--- src/rtl/prs_pkg.sv ---
package prs_pkg;

  localparam logic [15:0] CRC_POLY_REFL = 16'hA001;

  typedef enum logic [3:0] {
    S_IDLE,
    S_ADDR_LO,
    S_ADDR_HI,
    S_REDIR,
    S_RCRC_LO,
    S_RCRC_HI,
    S_DATA,
    S_DWAIT,
    S_DCRC_LO,
    S_DCRC_HI,
    S_DONE,
    S_DEAD
  } seq_state_t;

  function automatic logic [15:0] crc16_step(input logic [15:0] c, input logic [7:0] d);
    logic [15:0] r;
    r = c;
    for (int i = 0; i < 8; i++) begin
      if (r[0] ^ d[i]) r = (r >> 1) ^ CRC_POLY_REFL;
      else             r = r >> 1;
    end
    return r;
  endfunction

endpackage

--- src/rtl/prs_crc16.sv ---
module prs_crc16 (
  input  logic        clk,
  input  logic        rst,
  input  logic        clr,
  input  logic        shift,
  input  logic [7:0]  din,
  output logic [15:0] crc
);
  import prs_pkg::*;

  logic [15:0] base;
  assign base = clr ? 16'h0000 : crc;

  always_ff @(posedge clk) begin
    if (rst)        crc <= 16'h0000;
    else if (shift) crc <= crc16_step(base, din);
    else if (clr)   crc <= 16'h0000;
  end
endmodule

--- src/rtl/prs_redir_sel.sv ---
module prs_redir_sel #(
  parameter int PAGES  = 4,
  parameter int PIDX_W = 2
) (
  input  logic [PAGES*8-1:0] redir_flat,
  input  logic [PIDX_W-1:0]  page_idx,
  output logic [7:0]         redir_byte
);
  logic [7:0] table_q [PAGES];

  for (genvar p = 0; p < PAGES; p++) begin : g_unpack
    assign table_q[p] = redir_flat[p*8 +: 8];
  end

  assign redir_byte = table_q[page_idx];
endmodule

--- src/rtl/prs_fsm.sv ---
module prs_fsm #(
  parameter int          ADDR_W   = 7,
  parameter int          PAGE_W   = 5,
  parameter logic [7:0]  CMD_CODE = 8'hA5,
  localparam int         PIDX_W   = ADDR_W - PAGE_W
) (
  input  logic              clk,
  input  logic              rst,
  input  logic              bus_rst,
  input  logic              in_valid,
  input  logic [7:0]        in_byte,
  input  logic              out_req,
  output logic              out_valid,
  output logic [7:0]        out_byte,
  output logic              mem_rd_en,
  output logic [ADDR_W-1:0] mem_rd_addr,
  input  logic [7:0]        mem_rd_data,
  input  logic [7:0]        redir_byte,
  output logic [PIDX_W-1:0] page_idx,
  output logic              crc_clr,
  output logic              crc_shift,
  output logic [7:0]        crc_din,
  input  logic [15:0]       crc
);
  import prs_pkg::*;

  seq_state_t        state, nxt;
  logic [ADDR_W-1:0] ptr;
  logic [7:0]        lo_q;
  logic [15:0]       full_addr;
  logic              last_in_page, last_page;
  logic              load_out, ptr_inc, ptr_load, rd_en;
  logic [7:0]        out_nxt;

  assign full_addr    = {in_byte, lo_q};
  assign page_idx     = ptr[ADDR_W-1:PAGE_W];
  assign last_in_page = &ptr[PAGE_W-1:0];
  assign last_page    = &page_idx;
  assign mem_rd_addr  = ptr;
  assign mem_rd_en    = rd_en;

  always_comb begin
    nxt       = state;
    crc_clr   = 1'b0;
    crc_shift = 1'b0;
    crc_din   = in_byte;
    rd_en     = 1'b0;
    load_out  = 1'b0;
    out_nxt   = 8'hFF;
    ptr_inc   = 1'b0;
    ptr_load  = 1'b0;
    case (state)
      S_IDLE: if (in_valid) begin
        if (in_byte == CMD_CODE) begin
          crc_clr   = 1'b1;
          crc_shift = 1'b1;
          nxt       = S_ADDR_LO;
        end else begin
          nxt = S_DEAD;
        end
      end
      S_ADDR_LO: if (in_valid) begin
        crc_shift = 1'b1;
        nxt       = S_ADDR_HI;
      end
      S_ADDR_HI: if (in_valid) begin
        crc_shift = 1'b1;
        ptr_load  = 1'b1;
        nxt       = S_REDIR;
      end
      S_REDIR: if (out_req) begin
        load_out  = 1'b1;
        out_nxt   = redir_byte;
        crc_shift = 1'b1;
        crc_din   = redir_byte;
        nxt       = S_RCRC_LO;
      end
      S_RCRC_LO: if (out_req) begin
        load_out = 1'b1;
        out_nxt  = ~crc[7:0];
        nxt      = S_RCRC_HI;
      end
      S_RCRC_HI: if (out_req) begin
        load_out = 1'b1;
        out_nxt  = ~crc[15:8];
        crc_clr  = 1'b1;
        nxt      = S_DATA;
      end
      S_DATA: if (out_req) begin
        rd_en = 1'b1;
        nxt   = S_DWAIT;
      end
      S_DWAIT: begin
        load_out  = 1'b1;
        out_nxt   = mem_rd_data;
        crc_shift = 1'b1;
        crc_din   = mem_rd_data;
        if (last_in_page) nxt = S_DCRC_LO;
        else begin
          ptr_inc = 1'b1;
          nxt     = S_DATA;
        end
      end
      S_DCRC_LO: if (out_req) begin
        load_out = 1'b1;
        out_nxt  = ~crc[7:0];
        nxt      = S_DCRC_HI;
      end
      S_DCRC_HI: if (out_req) begin
        load_out = 1'b1;
        out_nxt  = ~crc[15:8];
        crc_clr  = 1'b1;
        if (last_page) nxt = S_DONE;
        else begin
          ptr_inc = 1'b1;
          nxt     = S_REDIR;
        end
      end
      S_DONE: if (out_req) begin
        load_out = 1'b1;
        out_nxt  = 8'hFF;
      end
      S_DEAD: nxt = S_DEAD;
      default: nxt = S_IDLE;
    endcase
    if (bus_rst) rd_en = 1'b0;
  end

  always_ff @(posedge clk) begin
    if (rst || bus_rst) begin
      state     <= S_IDLE;
      out_valid <= 1'b0;
      out_byte  <= 8'hFF;
      ptr       <= '0;
      lo_q      <= 8'h00;
    end else begin
      state     <= nxt;
      out_valid <= load_out;
      if (load_out) out_byte <= out_nxt;
      if (state == S_ADDR_LO && in_valid) lo_q <= in_byte;
      if (ptr_load)     ptr <= full_addr[ADDR_W-1:0];
      else if (ptr_inc) ptr <= ptr + 1'b1;
    end
  end

  // Header, CRC and fill bytes answer one cycle after the request.
  assert_hdr_latency_R9: assert property (@(posedge clk) disable iff (rst || bus_rst)
    (out_req && (state inside {S_REDIR, S_RCRC_LO, S_RCRC_HI, S_DCRC_LO, S_DCRC_HI, S_DONE}))
    |=> out_valid);

  // Data bytes: nothing in the read cycle, valid in the cycle after.
  assert_data_latency_R9: assert property (@(posedge clk) disable iff (rst || bus_rst)
    mem_rd_en |=> (!out_valid ##1 out_valid));

  assert_bad_cmd_silent_R1: assert property (@(posedge clk) disable iff (rst)
    (state == S_DEAD) |-> (!out_valid && !mem_rd_en));

  assert_done_fill_R7: assert property (@(posedge clk) disable iff (rst || bus_rst)
    (state == S_DONE && out_req) |=> (out_valid && out_byte == 8'hFF));

  assert_abort_idle_R8: assert property (@(posedge clk) disable iff (rst)
    bus_rst |=> (state == S_IDLE && !out_valid));
endmodule

--- src/rtl/paged_read_seq.sv ---
module paged_read_seq #(
  parameter int         ADDR_W   = 7,
  parameter int         PAGE_W   = 5,
  parameter logic [7:0] CMD_CODE = 8'hA5,
  localparam int        PIDX_W   = ADDR_W - PAGE_W,
  localparam int        PAGES    = 1 << PIDX_W
) (
  input  logic              clk,
  input  logic              rst,
  input  logic              bus_rst,
  input  logic              in_valid,
  input  logic [7:0]        in_byte,
  input  logic              out_req,
  output logic              out_valid,
  output logic [7:0]        out_byte,
  output logic              mem_rd_en,
  output logic [ADDR_W-1:0] mem_rd_addr,
  input  logic [7:0]        mem_rd_data,
  input  logic [PAGES*8-1:0] redir_bytes
);
  logic [PIDX_W-1:0] page_idx;
  logic [7:0]        redir_byte;
  logic              crc_clr, crc_shift;
  logic [7:0]        crc_din;
  logic [15:0]       crc;

  prs_redir_sel #(.PAGES(PAGES), .PIDX_W(PIDX_W)) u_sel (
    .redir_flat (redir_bytes),
    .page_idx   (page_idx),
    .redir_byte (redir_byte)
  );

  prs_crc16 u_crc (
    .clk   (clk),
    .rst   (rst),
    .clr   (crc_clr),
    .shift (crc_shift),
    .din   (crc_din),
    .crc   (crc)
  );

  prs_fsm #(.ADDR_W(ADDR_W), .PAGE_W(PAGE_W), .CMD_CODE(CMD_CODE)) u_fsm (
    .clk         (clk),
    .rst         (rst),
    .bus_rst     (bus_rst),
    .in_valid    (in_valid),
    .in_byte     (in_byte),
    .out_req     (out_req),
    .out_valid   (out_valid),
    .out_byte    (out_byte),
    .mem_rd_en   (mem_rd_en),
    .mem_rd_addr (mem_rd_addr),
    .mem_rd_data (mem_rd_data),
    .redir_byte  (redir_byte),
    .page_idx    (page_idx),
    .crc_clr     (crc_clr),
    .crc_shift   (crc_shift),
    .crc_din     (crc_din),
    .crc         (crc)
  );
endmodule

--- config.mk ---
export PLATFORM = sky130hd
export DESIGN_NAME = paged_read_seq
export DESIGN_NICKNAME = d
export VERILOG_FILES = /design/src/rtl/prs_pkg.sv /design/src/rtl/prs_crc16.sv /design/src/rtl/prs_redir_sel.sv /design/src/rtl/prs_fsm.sv /design/src/rtl/paged_read_seq.sv
export SDC_FILE = /design/constraint.sdc
export NUM_CORES = 1
export LEC_CHECK = 0
export ABC_CLOCK_PERIOD_IN_PS = 3650
export CAP_MARGIN = 40
export CORE_ASPECT_RATIO = 1.25
export CORE_UTILIZATION = 45
export CTS_BUF_LIST = sky130_fd_sc_hd__clkbuf_16
export CTS_CLUSTER_SIZE = 10
export DETAILED_ROUTE_END_ITERATION = 7
export HOLD_SLACK_MARGIN = 0.06
export PLACE_DENSITY_LB_ADDON = 0.12
export SYNTH_ARGS = -nofsm -noshare
export SYNTH_HDL_FRONTEND = slang
export SYNTH_SLANG_ARGS = --single-unit
export TNS_END_PERCENT = 100
--- constraint.sdc ---
create_clock -name clk -period 3.65 [get_ports clk]
set_input_delay 0.5475 -clock clk [delete_from_list [all_inputs] [get_ports clk]]
set_output_delay 0.5475 -clock clk [all_outputs]
set_load 0.01 [all_outputs]
# Word-level counts from Yosys, hierarchy flattened
# Cells that the tools add are included.
# classes
add_sub_neg	1
magnitude_cmp	1
eq_ne	21
muxes	62
bitwise	20
reduce_logical	11
# ops
operator	n
$mux 16	24
$mux 4	12
$mux 8	6
$pmux 4 s12	1
$pmux 8 s4	1
$not 2->3	9
$ne 2x2->1 const B	9
$bmux 8 s2	1
$eq 4x3->1 const B	4
$eq 4x4->1 const B	4
$not 8->8	2
$pmux 8 s2	1
$mux 7	2
$mux 1	10
$reduce_and 10->1	1
$eq 4x2->1 const B	2
$eq 8x8->1 const B	1
$xor 1x1->1	8
$add 7x1->7 const B	1
$pmux 1 s2	3
$reduce_or 2->1	3
$reduce_or 6->1	1
$reduce_and 5->1	1
$eq 4x1->1 const B	1
8 further kinds	8
# word_totals
register_bits	43
inputBits	53
output_inout_bits	17

# Logic depth before layout (Yosys ltp)
# logic_depth
depth_word	37
mapped_depth	11
mapped_depth_nobuf	8

# Cells and area by module
# From an unflattened synthesis, not the netlist that was laid out.
# unflattened
cells_unflattened	383
area_unflattened_um2	3126.7
# by_module_without_submodules
module	instances	cells_per_inst	area_per_inst_um2	seq_area_each_um2
prs_fsm	1	260	1933.1	540.5
prs_crc16	1	113	997.2	320.3
prs_redir_sel	1	10	196.4	0.0

# Worst setup path before layout
# Ideal clock, no wire load.
# synth_path
path_kind	input port to flip-flop
from	in in_byte[2]
to	reg u_crc.crc[15]
setup_time_ns	0.117
arrival_ns	2.635
required_time_ns	3.533
setup_slack_ns	0.898
path_stages	10
path_buffers	2
cell_sequence	nor4bb_2 > and4_1 > buf_4 > or2_1 > buf_6 > nor2_2 > xnor3_1 > xnor3_2 > xor2_1 > a32o_1
# synth_between
elab_chain_cells	36
elab_cells_between_ends	46
classes_between	1 x eq/ne; 30 x mux; 15 x bitwise
# synth_rtl
element	line_no	text
start, declared	paged_read_seq.sv:12	input logic [7:0] in_byte,
$eq 8x8->1	prs_fsm.sv:54	if (in_byte == CMD_CODE) begin
$mux 1	prs_fsm.sv:54	
$mux 1	prs_fsm.sv:53	S_IDLE: if (in_valid) begin
$pmux 1 s2	prs_fsm.sv:52	case (state)
$mux 16	--	
$xor 1x1->1 / $not 2->3 (equally long branches)	--	
$mux 16	prs_pkg.sv:24	if (r[0] ^ d[i]) r = (r >> 1) ^ CRC_POLY_REFL;
$mux 16	prs_crc16.sv:16	else if (shift) crc <= crc16_step(base, din);
[20 not listed]	--	
$mux 16	prs_crc16.sv:15	if (rst) crc <= 16'h0000;
$xor 1x1->1	prs_pkg.sv:24	
$mux 16	prs_pkg.sv:24	
$mux 16	prs_crc16.sv:16	
$mux 16	prs_crc16.sv:15	
$xor 1x1->1	prs_pkg.sv:24	
$mux 16	prs_pkg.sv:24	
$mux 16 *	prs_crc16.sv:16	
end signal, assigned	prs_crc16.sv:16	
end, declared	prs_crc16.sv:7	output logic [15:0] crc
# Mark *: on every way between the ends. The rest lies on a longest branch, timed or not. The select of a mux whose other input is x is not followed.
# A chain may end at the register's enable or synchronous reset.

# Worst setup path after layout
# layout_path
from	reg u_fsm.state[2]
to	out mem_rd_en
# layout_between
elab_chain_cells	3
# layout_rtl
element	line_no	text
start, declared	prs_fsm.sv:27	seq_state_t state, nxt;
start signal, assigned	prs_fsm.sv:137	state <= nxt;
$eq 4x3->1	prs_fsm.sv:52	
$mux 1	prs_fsm.sv:52	
$mux 1	prs_fsm.sv:126	if (bus_rst) rd_en = 1'b0;
end, declared	paged_read_seq.sv:16	output logic mem_rd_en,
# Every way passes these cells.

==> flow_metrics.tcl <==
set metrics [dict create \
    wl_met2_mm 4.83 \
    wl_mm 9.15 \
    hp-class "flop to flop" \
    design_area_sq_mm 0.00391 \
    max_slew.worst_pin.slew_ps 770 \
    clock-sinks 43 \
    fill_cells 640 \
    critical_path.max_stage_delay_ps 820 \
    place_inst 501 \
    io_pins 70 \
    gp_congestion 0.934 \
    cp.buffers_inverters 2 \
    grt_start_max_net_pins 21 \
    netlist_area_sq_mm 0.00303 \
    cts_resized 0 \
    worstReg2RegEnd "u_crc.crc[15]" \
    ctsHoldBuffers 0 \
    track_usage_pct 26.6 \
    critPathTopFamily "buffers and inverters" \
    stdcell_count 509 \
    yosysSeqAreaShare_pct 28.4 \
    cts_setup_buffers 0 \
    min_to "u_crc.crc[8]" \
    max_freq_mhz 311 \
    diodes 0 \
    grt_setup_unrepaired "no" \
    portBuffers 69 \
    ys_ff_latch 43 \
    period_share_pct 88.1 \
    drtIter0Drc 228 \
    die-area_sq_mm 0.00706 \
    synth_area_per_cell_sq_um 8.41 \
    initial_core_util_pct 46.4 \
    yosysWarnings 0 \
    drv_cap 0 \
    clock-skew-final_ps 6.51 \
    reg2reg_depth 8 \
    final_layout_size_suffix_gt1_share_pct 10.7 \
    area_growth_pct 29.3 \
    placed_area_sq_mm 0.00376 \
    cell_internal_pwr_mw 0.923 \
    crit_arrival_ps 2670 \
    hold_start "u_crc.crc[8]" \
    antenna_found_initial 0 \
    wl_met1_mm 3.69 \
    period_minus_slack_ps 3220 \
    highest_layer "met4" \
    fin_tns_setup_ps 0 \
    power_mw 1.30 \
    die_h_um 93.7 \
    holdWs_ps 489 \
    power_frac_seq_pct 39.4 \
    grt_pass1_wl_mm 14.0 \
    core_sq_mm 0.00652 \
    rows 33 \
    p_leak_nw 1.40 \
    vias 2944 \
    hold_viol_final 0 \
    ctsLongestPathBuffers 2 \
    status "complete, no violations" \
    slew_headroom_pct 48.6 \
    cp-start-kind "flop" \
    critPathSlowestCell "dfxtp_1" \
    dpl.hpwl_mm 7.14 \
    tritoncts "done" \
    p_per_area_mw_per_mm2 333 \
    r2r_slack_ps 490 \
    pwr-share-clk_pct 34.6 \
    path_max_fanout 20 \
    clock-root-buffer "clkbuf_16" \
    wire_per_inst_um 18.0 \
    reg2reg_from "u_fsm.mem_rd_addr[5]" \
    ys.flop_type "dfxtp_1" \
    utilization_pct 60.0 \
    htreeDepth 2 \
    combPwrFrac_pct 26.0 \
    via_per_inst 5.78 \
    p_switching_mw 0.379 \
    wl_met3_um 484 \
    synthArstFlopShare_pct 0 \
    grt_pass1_vias 2767 \
    worstSkewPairLatency_ps 290 \
    finalSetupViolCount 0 \
    drc 0 \
    grt-ovfl-total 0 \
    post-route-worst-setup-slack_ps 433 \
    ant_nets 0 \
    drv_slew 0 \
    die_w_um 75.4 \
    yosysUniqueCellTypes 66 \
    swShare_pct 29.1 \
    peakVddDrop_mv 0.187 \
    synth-edff-count 0 \
    synthCells 360 \
    numCtsBuffers 5 \
    dp_slack_ps 222 \
    cts.clk_slew.worst_paths_ps 70 \
    dr.pass1.iters 5 \
    synth_nets 415 \
    hold_depth 2 \
    path_class "flop to output pin" \
    worstSetupEndpointType "output pin" \
    path_cells "inv_2 > nor2_1 > nand2_1 > nor4b_1 > clkdlybuf4s50_1" \
    required_ps 3100 \
    nNetsFinal 476 \
]
-- layout make-up --
class | count | area [sq um] | share of cell area, %
well taps | 87 | 109 | 2.78
multi-input cells | 286 | 2000 | 51.2
inverters | 5 | 18.8 | 0.480
repair buffers | 80 | 773 | 19.8
clock inverters | 3 | 23.8 | 0.608
flip-flops and latches | 43 | 861 | 22.0
clock buffers | 5 | 125 | 3.20
-- worst max-delay path by stage --
| stage | from | to | slack (ps) | cells past startpoint |
|---|---|---|---|---|
| global placement | out_req | u_crc.crc[15] | 230 | 9 |
| CTS | u_fsm.state[2] | mem_rd_en | 460 | 5 |
| global route | u_fsm.state[2] | mem_rd_en | 280 | 5 |
| detailed placement | out_req | u_crc.crc[15] | 220 | 9 |
| finish | u_fsm.state[2] | mem_rd_en | 430 | 5 |
| floorplan | in_byte[2] | u_crc.crc[15] | 900 | 10 |
-- registers in the layout (all words and copies together), names as in the netlist --
signal and count:
u_fsm.out_byte 8, u_fsm.lo_q 7, u_fsm.out_valid 1, u_fsm.state 4, u_crc.crc 16, u_fsm.mem_rd_addr 7
-- logic make-up (layout without fill, tap and decap cells) --
family / after synthesis / in the layout / synth area share (%)
buf+inv: 31 / 93 / 5.42
flops: 43 / 43 / 28.4
compound gates: 96 / 96 / 21.9
simple gates: 124 / 124 / 20.4
fa+ha+maj: 2 / 2 / 0.827
xor+xnor: 34 / 34 / 11.0
mux: 30 / 30 / 12.0
-- cells in the final DEF (no fill, tap or decap), types with 2 or more instances in the layout --
master	instances
clkdlybuf4s50_1	69
o21a_1	2
mux4_2	5
ha_1	2
xnor2_1	22
dfxtp_1	43
and4_1	2
and3b_1	2
or3_1	3
a22oi_1	2
inv_2	3
o22ai_1	7
a21oi_1	27
inv_1	2
nor2_1	49
a32o_1	2
a311oi_1	2
xor2_1	9
a211oi_1	7
nand3_1	12
nand2_1	25
mux2i_1	24
clkbuf_16	5
o21ai_0	18
nor2b_1	4
nor4bb_2	2
buf_4	11
a31oi_1	4
nor3_1	11
nand4_1	2
a221oi_1	2
o221ai_1	5
or2_2	3
clkinvlp_4	2
-- worst min-delay path, stage by stage (launching register included) --
cell     delay [ps]
dfxtp_1         320
nand3_1          70
a21oi_1          50
-- power groups by stage --
stage | Sequential [mW] | Combinational [mW] | Clock [mW]
after global routing | 0.516 | 0.365 | 0.474
after CTS | 0.513 | 0.336 | 0.458
after global placement | 0.523 | 0.331 | 0
after floorplan | 0.509 | 0.231 | 0
after detailed placement | 0.524 | 0.334 | 0
final | 0.513 | 0.338 | 0.450
-- metal layers --
layer,global-route usage [%],up-vias
met3,3.11,13
met2,47.8,124
met1,32.1,1366
li1,-,1441
met5,0,-
met4,8.64,0
-- cell usage after synthesis, drive strengths merged, types with 10 or more instances --
library cell	number	area, sq um
xnor2	22	193
a21oi	29	160
o21ai	18	90.1
nor3	11	55.1
dfxtp	43	861
xor2	10	95.1
nand3	12	60.1
clkbuf	11	41.3
mux2i	24	240
buf	15	104
nor2	50	190
nand2	25	93.8
(Power assumes the default switching activity.)
